`config.mk`:
```
export PLATFORM = sky130hd
export DESIGN_NAME = wr_lane_gen
export DESIGN_NICKNAME = d
export VERILOG_FILES = /design/src/rtl/wr_lane_pkg.sv /design/src/rtl/wr_lane_stage.sv /design/src/rtl/wr_lane_slot.sv /design/src/rtl/wr_lane_gen.sv
export SDC_FILE = /design/constraint.sdc
export NUM_CORES = 1
export LEC_CHECK = 0
export ABC_AREA = 0
export BUFFER_PORTS_ARGS = -buffer_cell sky130_fd_sc_hd__buf_2
export CAP_MARGIN = 30
export CORE_MARGIN = 4
export CORE_UTILIZATION = 51
export CTS_CLUSTER_SIZE = 8
export DETAILED_ROUTE_END_ITERATION = 8
export PLACE_DENSITY = 0.78
export SYNTH_ARGS = -nofsm -noshare
export SYNTH_HDL_FRONTEND = slang
export SYNTH_SLANG_ARGS = --single-unit
export TNS_END_PERCENT = 100
```
`constraint.sdc`:
```
create_clock -name clk_i -period 1.3 [get_ports clk_i]
set_input_delay 0.26 -clock clk_i [delete_from_list [all_inputs] [get_ports clk_i]]
set_output_delay 0.26 -clock clk_i [all_outputs]
set_load 0.01 [all_outputs]
```
`src/rtl/wr_lane_pkg.sv`:
```
package wr_lane_pkg;
  localparam int SLOTS = 4;
  localparam int HALF  = SLOTS / 2;
endpackage

```
`src/rtl/wr_lane_stage.sv`:
```
module wr_lane_stage
  import wr_lane_pkg::*;
#(
  parameter int DQ_W = 8,
  localparam int WORD_W = SLOTS * DQ_W,
  localparam int HI_W   = HALF * DQ_W
) (
  input  logic              clk_i,
  input  logic              rst_ni,
  input  logic              take_i,
  input  logic [WORD_W-1:0] word_i,
  output logic              v1_o,
  output logic [WORD_W-1:0] d1_o,
  output logic              v2_o,
  output logic [HI_W-1:0]   d2_hi_o
);
  // second stage keeps only the beats that spill into the next cycle
  always_ff @(posedge clk_i or negedge rst_ni) begin
    if (!rst_ni) begin
      v1_o    <= 1'b0;
      d1_o    <= '0;
      v2_o    <= 1'b0;
      d2_hi_o <= '0;
    end else begin
      v1_o    <= take_i;
      d1_o    <= take_i ? word_i : '0;
      v2_o    <= v1_o;
      d2_hi_o <= d1_o[WORD_W-1 -: HI_W];
    end
  end
endmodule

```
`src/rtl/wr_lane_slot.sv`:
```
module wr_lane_slot #(
  parameter int DQ_W = 8,
  parameter bit SVAL = 1'b0
) (
  input  logic            odd_i,
  input  logic            v_even_i,
  input  logic            v_odd_i,
  input  logic            amb_even_i,
  input  logic            amb_odd_i,
  input  logic [DQ_W-1:0] beat_even_i,
  input  logic [DQ_W-1:0] beat_odd_i,
  output logic [DQ_W-1:0] dq_o,
  output logic            dq_tri_o,
  output logic            dqs_o,
  output logic            dqs_tri_o
);
  logic            drive;
  logic            amble;
  logic [DQ_W-1:0] beat;

  always_comb begin
    drive = odd_i ? v_odd_i    : v_even_i;
    amble = odd_i ? amb_odd_i  : amb_even_i;
    beat  = odd_i ? beat_odd_i : beat_even_i;
    dq_o      = drive ? beat : '0;
    dq_tri_o  = ~drive;
    dqs_o     = drive & SVAL;
    dqs_tri_o = ~(drive | amble);
  end
endmodule

```
`src/rtl/wr_lane_gen.sv`:
```
module wr_lane_gen
  import wr_lane_pkg::*;
#(
  parameter int DQ_W = 8,
  localparam int WORD_W = SLOTS * DQ_W,
  localparam int HI_W   = HALF * DQ_W
) (
  input  logic              clk_i,
  input  logic              rst_ni,
  input  logic              wr_arm_i,
  input  logic              wr_load_i,
  input  logic              odd_wl_i,
  input  logic [WORD_W-1:0] wdata_i,
  output logic [WORD_W-1:0] dq_o,
  output logic [SLOTS-1:0]  dq_tri_o,
  output logic [SLOTS-1:0]  dqs_o,
  output logic [SLOTS-1:0]  dqs_tri_o
);
  logic              take;
  logic              v1, v2;
  logic [WORD_W-1:0] d1;
  logic [HI_W-1:0]   d2_hi;
  logic              pre_even, post_even, pre_odd, post_odd;

  logic [WORD_W-1:0] dq_nxt;
  logic [SLOTS-1:0]  dq_tri_nxt, dqs_nxt, dqs_tri_nxt;

  assign take = wr_arm_i & wr_load_i;

  wr_lane_stage #(.DQ_W(DQ_W)) i_stage (
    .clk_i   (clk_i),
    .rst_ni  (rst_ni),
    .take_i  (take),
    .word_i  (wdata_i),
    .v1_o    (v1),
    .d1_o    (d1),
    .v2_o    (v2),
    .d2_hi_o (d2_hi)
  );

  // amble triggers: even lane opens on the load cycle, odd lane one cycle later
  assign pre_even  = take & ~v1;
  assign post_even = v2 & ~v1;
  assign pre_odd   = v1 & ~v2;
  assign post_odd  = v2 & ~v1;

  for (genvar g = 0; g < SLOTS; g++) begin : g_slot
    logic            v_odd, amb_even, amb_odd;
    logic [DQ_W-1:0] beat_odd;
    if (g < HALF) begin : g_lo
      assign v_odd    = v2;
      assign amb_even = post_even;
      assign amb_odd  = pre_odd;
      assign beat_odd = d2_hi[g*DQ_W +: DQ_W];
    end else begin : g_hi
      assign v_odd    = v1;
      assign amb_even = pre_even;
      assign amb_odd  = post_odd;
      assign beat_odd = d1[(g-HALF)*DQ_W +: DQ_W];
    end

    wr_lane_slot #(.DQ_W(DQ_W), .SVAL(g % 2 == 1)) i_slot (
      .odd_i       (odd_wl_i),
      .v_even_i    (v1),
      .v_odd_i     (v_odd),
      .amb_even_i  (amb_even),
      .amb_odd_i   (amb_odd),
      .beat_even_i (d1[g*DQ_W +: DQ_W]),
      .beat_odd_i  (beat_odd),
      .dq_o        (dq_nxt[g*DQ_W +: DQ_W]),
      .dq_tri_o    (dq_tri_nxt[g]),
      .dqs_o       (dqs_nxt[g]),
      .dqs_tri_o   (dqs_tri_nxt[g])
    );
  end

  always_ff @(posedge clk_i or negedge rst_ni) begin
    if (!rst_ni) begin
      dq_o      <= '0;
      dq_tri_o  <= '1;
      dqs_o     <= '0;
      dqs_tri_o <= '1;
    end else begin
      dq_o      <= dq_nxt;
      dq_tri_o  <= dq_tri_nxt;
      dqs_o     <= dqs_nxt;
      dqs_tri_o <= dqs_tri_nxt;
    end
  end
endmodule

```
== Word-level counts from Yosys, hierarchy flattened ==
Cells that the tools add are included.
Storage, ports and cells
  flip-flop bits (word level): 90
  input port bits: 37
  output and inout port bits: 44
  logic and storage cells: 31
Cells by class
  multiplexer cells: 12
  bitwise gates (word level): 11
Operators with widths (count)
  $mux W8: 8
  $mux W32: 1
  $not A1 Y1: 5
  $and A1 B1 Y1: 4
  $mux W1: 3
  $or A1 B1 Y1: 2

== Depth between registers and ports, before layout ==
  depth after elaboration: 5
  gate-level depth with buffers: 5
  mapped depth without buffers: 2

== By module ==
A second synthesis with hierarchy kept.
Unflattened totals
  cells, all modules: 231
  area total of the unflattened synthesis: 3313.2 um2
By module, submodules not included
  wr_lane_stage: instances 1, cells each 85, area an instance 1506.4 um2, seq. area each 1251.2 um2
  wr_lane_gen: instances 1, cells each 48, area an instance 1138.6 um2, seq. area each 1111.1 um2
  wr_lane_slot at g_slot[0].i_slot ...: instances 2, cells each 33, area an instance 210.2 um2, seq. area each 0.0 um2
  wr_lane_slot at g_slot[1].i_slot ...: instances 2, cells each 16, area an instance 123.9 um2, seq. area each 0.0 um2

== Least setup slack after synthesis ==
No wires, ideal clock.
  kind: register to register
  start point: register dqs_o[3] (netlist name)
  end point: register dq_o[10]
  setup time: 122 ps
  arrival time: 962 ps
  data required time: 1178 ps
  path slack: 216 ps
  cell stages (with the launch flop): 5
  buffers on the path: 2
  period minus slack after synthesis: 1084 ps
  cells stage by stage: dfrtp_1 > and2_4 > buf_6 > buf_6 > a32o_1
RTL lines
  to (signal assigned): RTL line wr_lane_gen.sv:84  | dq_o <= dq_nxt;
  to (decl): RTL line wr_lane_gen.sv:14  | output logic [WORD_W-1:0] dq_o,

==> summary.md <==
| Metric | Value |
|---|---|
| Status | `finished clean` |
| Fin crit period | `approximately 1.2 ns` |
| Share of layout cells above drive strength 1 | `0.375` |
| Sequential share of the synthesized area | `0.741` |
| Die W | `~84 um` |
| Largest net degree at the start of global routing | `88` |
| Clock slew at reported path FFs | `0.08 ns` |
| Ys flop type | `dfrtp_1` |
| Fin nets | `312` |
| WP data required | `1.04 ns` |
| Yosys reg bits | `a little under 90` |
| DRC violations left | `0` |
| Post-DP HPWL | `3.73 mm` |
| Worst min path class | `in -> reg` |
| Port Buf Inserts | `78` |
| Final WL | `5.36 mm` |
| GPL Wtd Cong | `around 0.73` |
| Distinct cells, synth | `19` |
| Max-slew violations | `0` |
| Tot GR Track Use | `0.165` |
| Setup violations, final | `0` |
| Largest buffer count on any clock path | `2` |
| Initial antenna violation count | `0` |
| First-pass GRT wire length | `about 8.9 mm` |
| PnR Total Power | `5.01 mW` |
| Core area | `5540 um2` |
| Row count | `27` |
| Clock sink count | `87` |
| Top cells by count, synth | `83 x dfrtp_1, 32 x and3_1, 18 x nor2_1, 16 x mux2i_1, 11 x a32o_1` |
| FFs w/ async S/R, synth | `1.00` |
| FILL cells | `425` |
| Die area | `7060 um2` |
| Slowest stage delay, CP | `0.53 ns` |
| Vias/cell | `about 4.9` |
| Starting Density | `0.532` |
| Hold path cells | `2` |
| Most frequent cell after synthesis | `dfrtp_1` |
| Reg area | `2180 um2` |
| Synth area leader | `dfrtp_1` |
| Syn. warnings | `0` |
| Reg-to-reg setup timing slack | `0.21 ns` |
| EDFF count, synth | `0` |
| Die Height | `84.0 um` |
| Hold_ws | `0.165 ns` |
| Cells after Synth | `slightly below 200` |
| Via count | `1741` |
| Leak | `roughly 2 nW` |
| Crit path max-delay family | `flip-flops` |
| Slowest CP cell | `dfstp_2` |
| Setup TNS Final | `0 ns` |
| Cell breakdown of the critical path | `buf_2` |
| Max VDD drop | `0.801 mV` |
| Crit path buf inv count | `1` |
| Mapped Area | `2950 um2` |
| CP max FO | `2` |
| RSZ-0062 raised after global routing | `no` |
| H-tree levels | `3` |
| Setup Buffers After CTS | `0` |
| Tcrit/Tclk final | `0.956` |
| Ant. Diodes | `0` |
| Root buffer cell | `clkbuf_8` |
| Detailed Route Iter0 Violations | `~100` |
| Post-synth top area share | `0.705` |
| FF-to-FF End | `dq_o[13]` |
| Vias in the first global route | `approximately 1800` |
| Area of the multi-input gates | `between 600 and 700 um2` |
| Critical R2R Launch | `i_stage.v1_o` |
| CP Capture Type | `primary output` |
| Max Cap Viol | `0` |
| CTS Buf Count | `9` |
| CP Class | `reg -> out` |
| # IOs | `81` |
| Top post-synthesis cells by area | `dfrtp_1 71%, and3_1 6.8%, mux2i_1 5.4%` |
| Final core occ | `0.646` |
| Grt ovf | `0` |
| Worst-Skew Late Latency | `0.33 ns` |
| Hold endpoint | `i_stage.d1_o[9]` |
| CTS tree | `built` |
| HP Start | `wdata_i[9]` |
| Fin. Hold Viols | `0` |
| Critical Path AT | `roughly 0.98 ns` |
| F_max | `0.804 GHz` |
| Drt pass-1 iters | `4` |
| Final ANT Viol Nets | `0` |
| Pwr dens | `~1400 nW/um2` |
| Final worst clock skew | `0.00977 ns` |
| Layout area overhead | `21.5%` |
| WL/cell | `15.2 um` |
| Post-Syn Area per Cell | `15.0 um2` |
| Cell count of the worst reg-to-reg path | `2` |
| Startpoint types | `flip-flop` |
[cell type report]
class,count,area share
Sequential cell,87,0.610
Timing Repair Buffer,86,0.131
Clock inverter,3,0.0122
Tap cell,72,0.0252
Clock buffer,13,0.0444
Inverter,2,0.00210
Multi-Input combinational cell,89,0.176
[flip-flops by register name, summed over array words and instances (netlist names)]
register and cells:
dqs_o 2, dqs_tri_o 2, i_stage.d2_hi_o 16, dq_tri_o 2, dq_o 32, i_stage.v1_o 1, i_stage.d1_o 32
[how the worst max path moves through the flow]
| stage | cells after the start | startpoint | to |
|---|---|---|---|
| finish | 1 | dqs_tri_o[2] | dqs_tri_o[3] |
| floorplan | 4 | dqs_o[3] | dq_o[10] |
| global placement | 2 | i_stage.v1_o | dq_o[14] |
| CTS | 1 | dqs_tri_o[2] | dqs_tri_o[3] |
| global route | 1 | dqs_tri_o[2] | dqs_tri_o[3] |
| detailed placement | 2 | i_stage.v1_o | dq_o[12] |
[placed cells by master, fill, tap and decap left out, types with 2 or more instances in the layout]
| cell | synthesis | routed |
|---|---|---|
| dfrtp_1 | 83 | 83 |
| buf_2 | 2 | 77 |
| and3_1 | 32 | 32 |
| nor2_1 | 18 | 18 |
| mux2i_1 | 16 | 16 |
| a32o_1 | 11 | 11 |
| clkbuf_8 | 0 | 11 |
| buf_4 | 8 | 7 |
| a22o_1 | 5 | 5 |
| dfstp_2 | 4 | 4 |
| conb_1 | 1 | 2 |
| clkbuf_1 | 7 | 2 |
[timing repair]
item	4_1_cts	5_1_grt
endpoints found under the hold margin	83	0
gates resized for setup	0	0
hold buffers	1	0
[report_power, final]
| group | total [mW] | internal, mW | switching, mW |
|---|---|---|---|
| registers | 2.84 | 2.80 | 0.0392 |
| clock network | 1.84 | 0.996 | 0.843 |
| logic | 0.333 | 0.140 | 0.193 |
[kinds of logic after synthesis]
logic type      synth area share
buf+inv                   0.0467
mux                       0.0544
flops                      0.741
compound gates            0.0565
other cells              0.00127
simple gates               0.100
[stage by stage]
stage | instances | setup WS [ns] | cell area (um2)
after floorplan | 198 | 0.216 | 2950
after global placement | 335 | 0.222 | 3370
after detailed placement | 335 | 0.224 | 3370
after CTS | 352 | 0.0315 | 3580
after global routing | 352 | 0.00407 | 3580
final | 352 | 0.0566 | 3580
[metal layers]
| metal | GRT usage | routed length, um | up-vias |
|---|---|---|---|
| met5 | 0 | 0 | - |
| met4 | 0.0965 | 132 | 0 |
| met3 | 0.0346 | 281 | 13 |
| met2 | 0.263 | 2670 | 58 |
| met1 | 0.207 | 2280 | 847 |
| li1 | - | - | 823 |
Power figures use the tool's default switching activity.
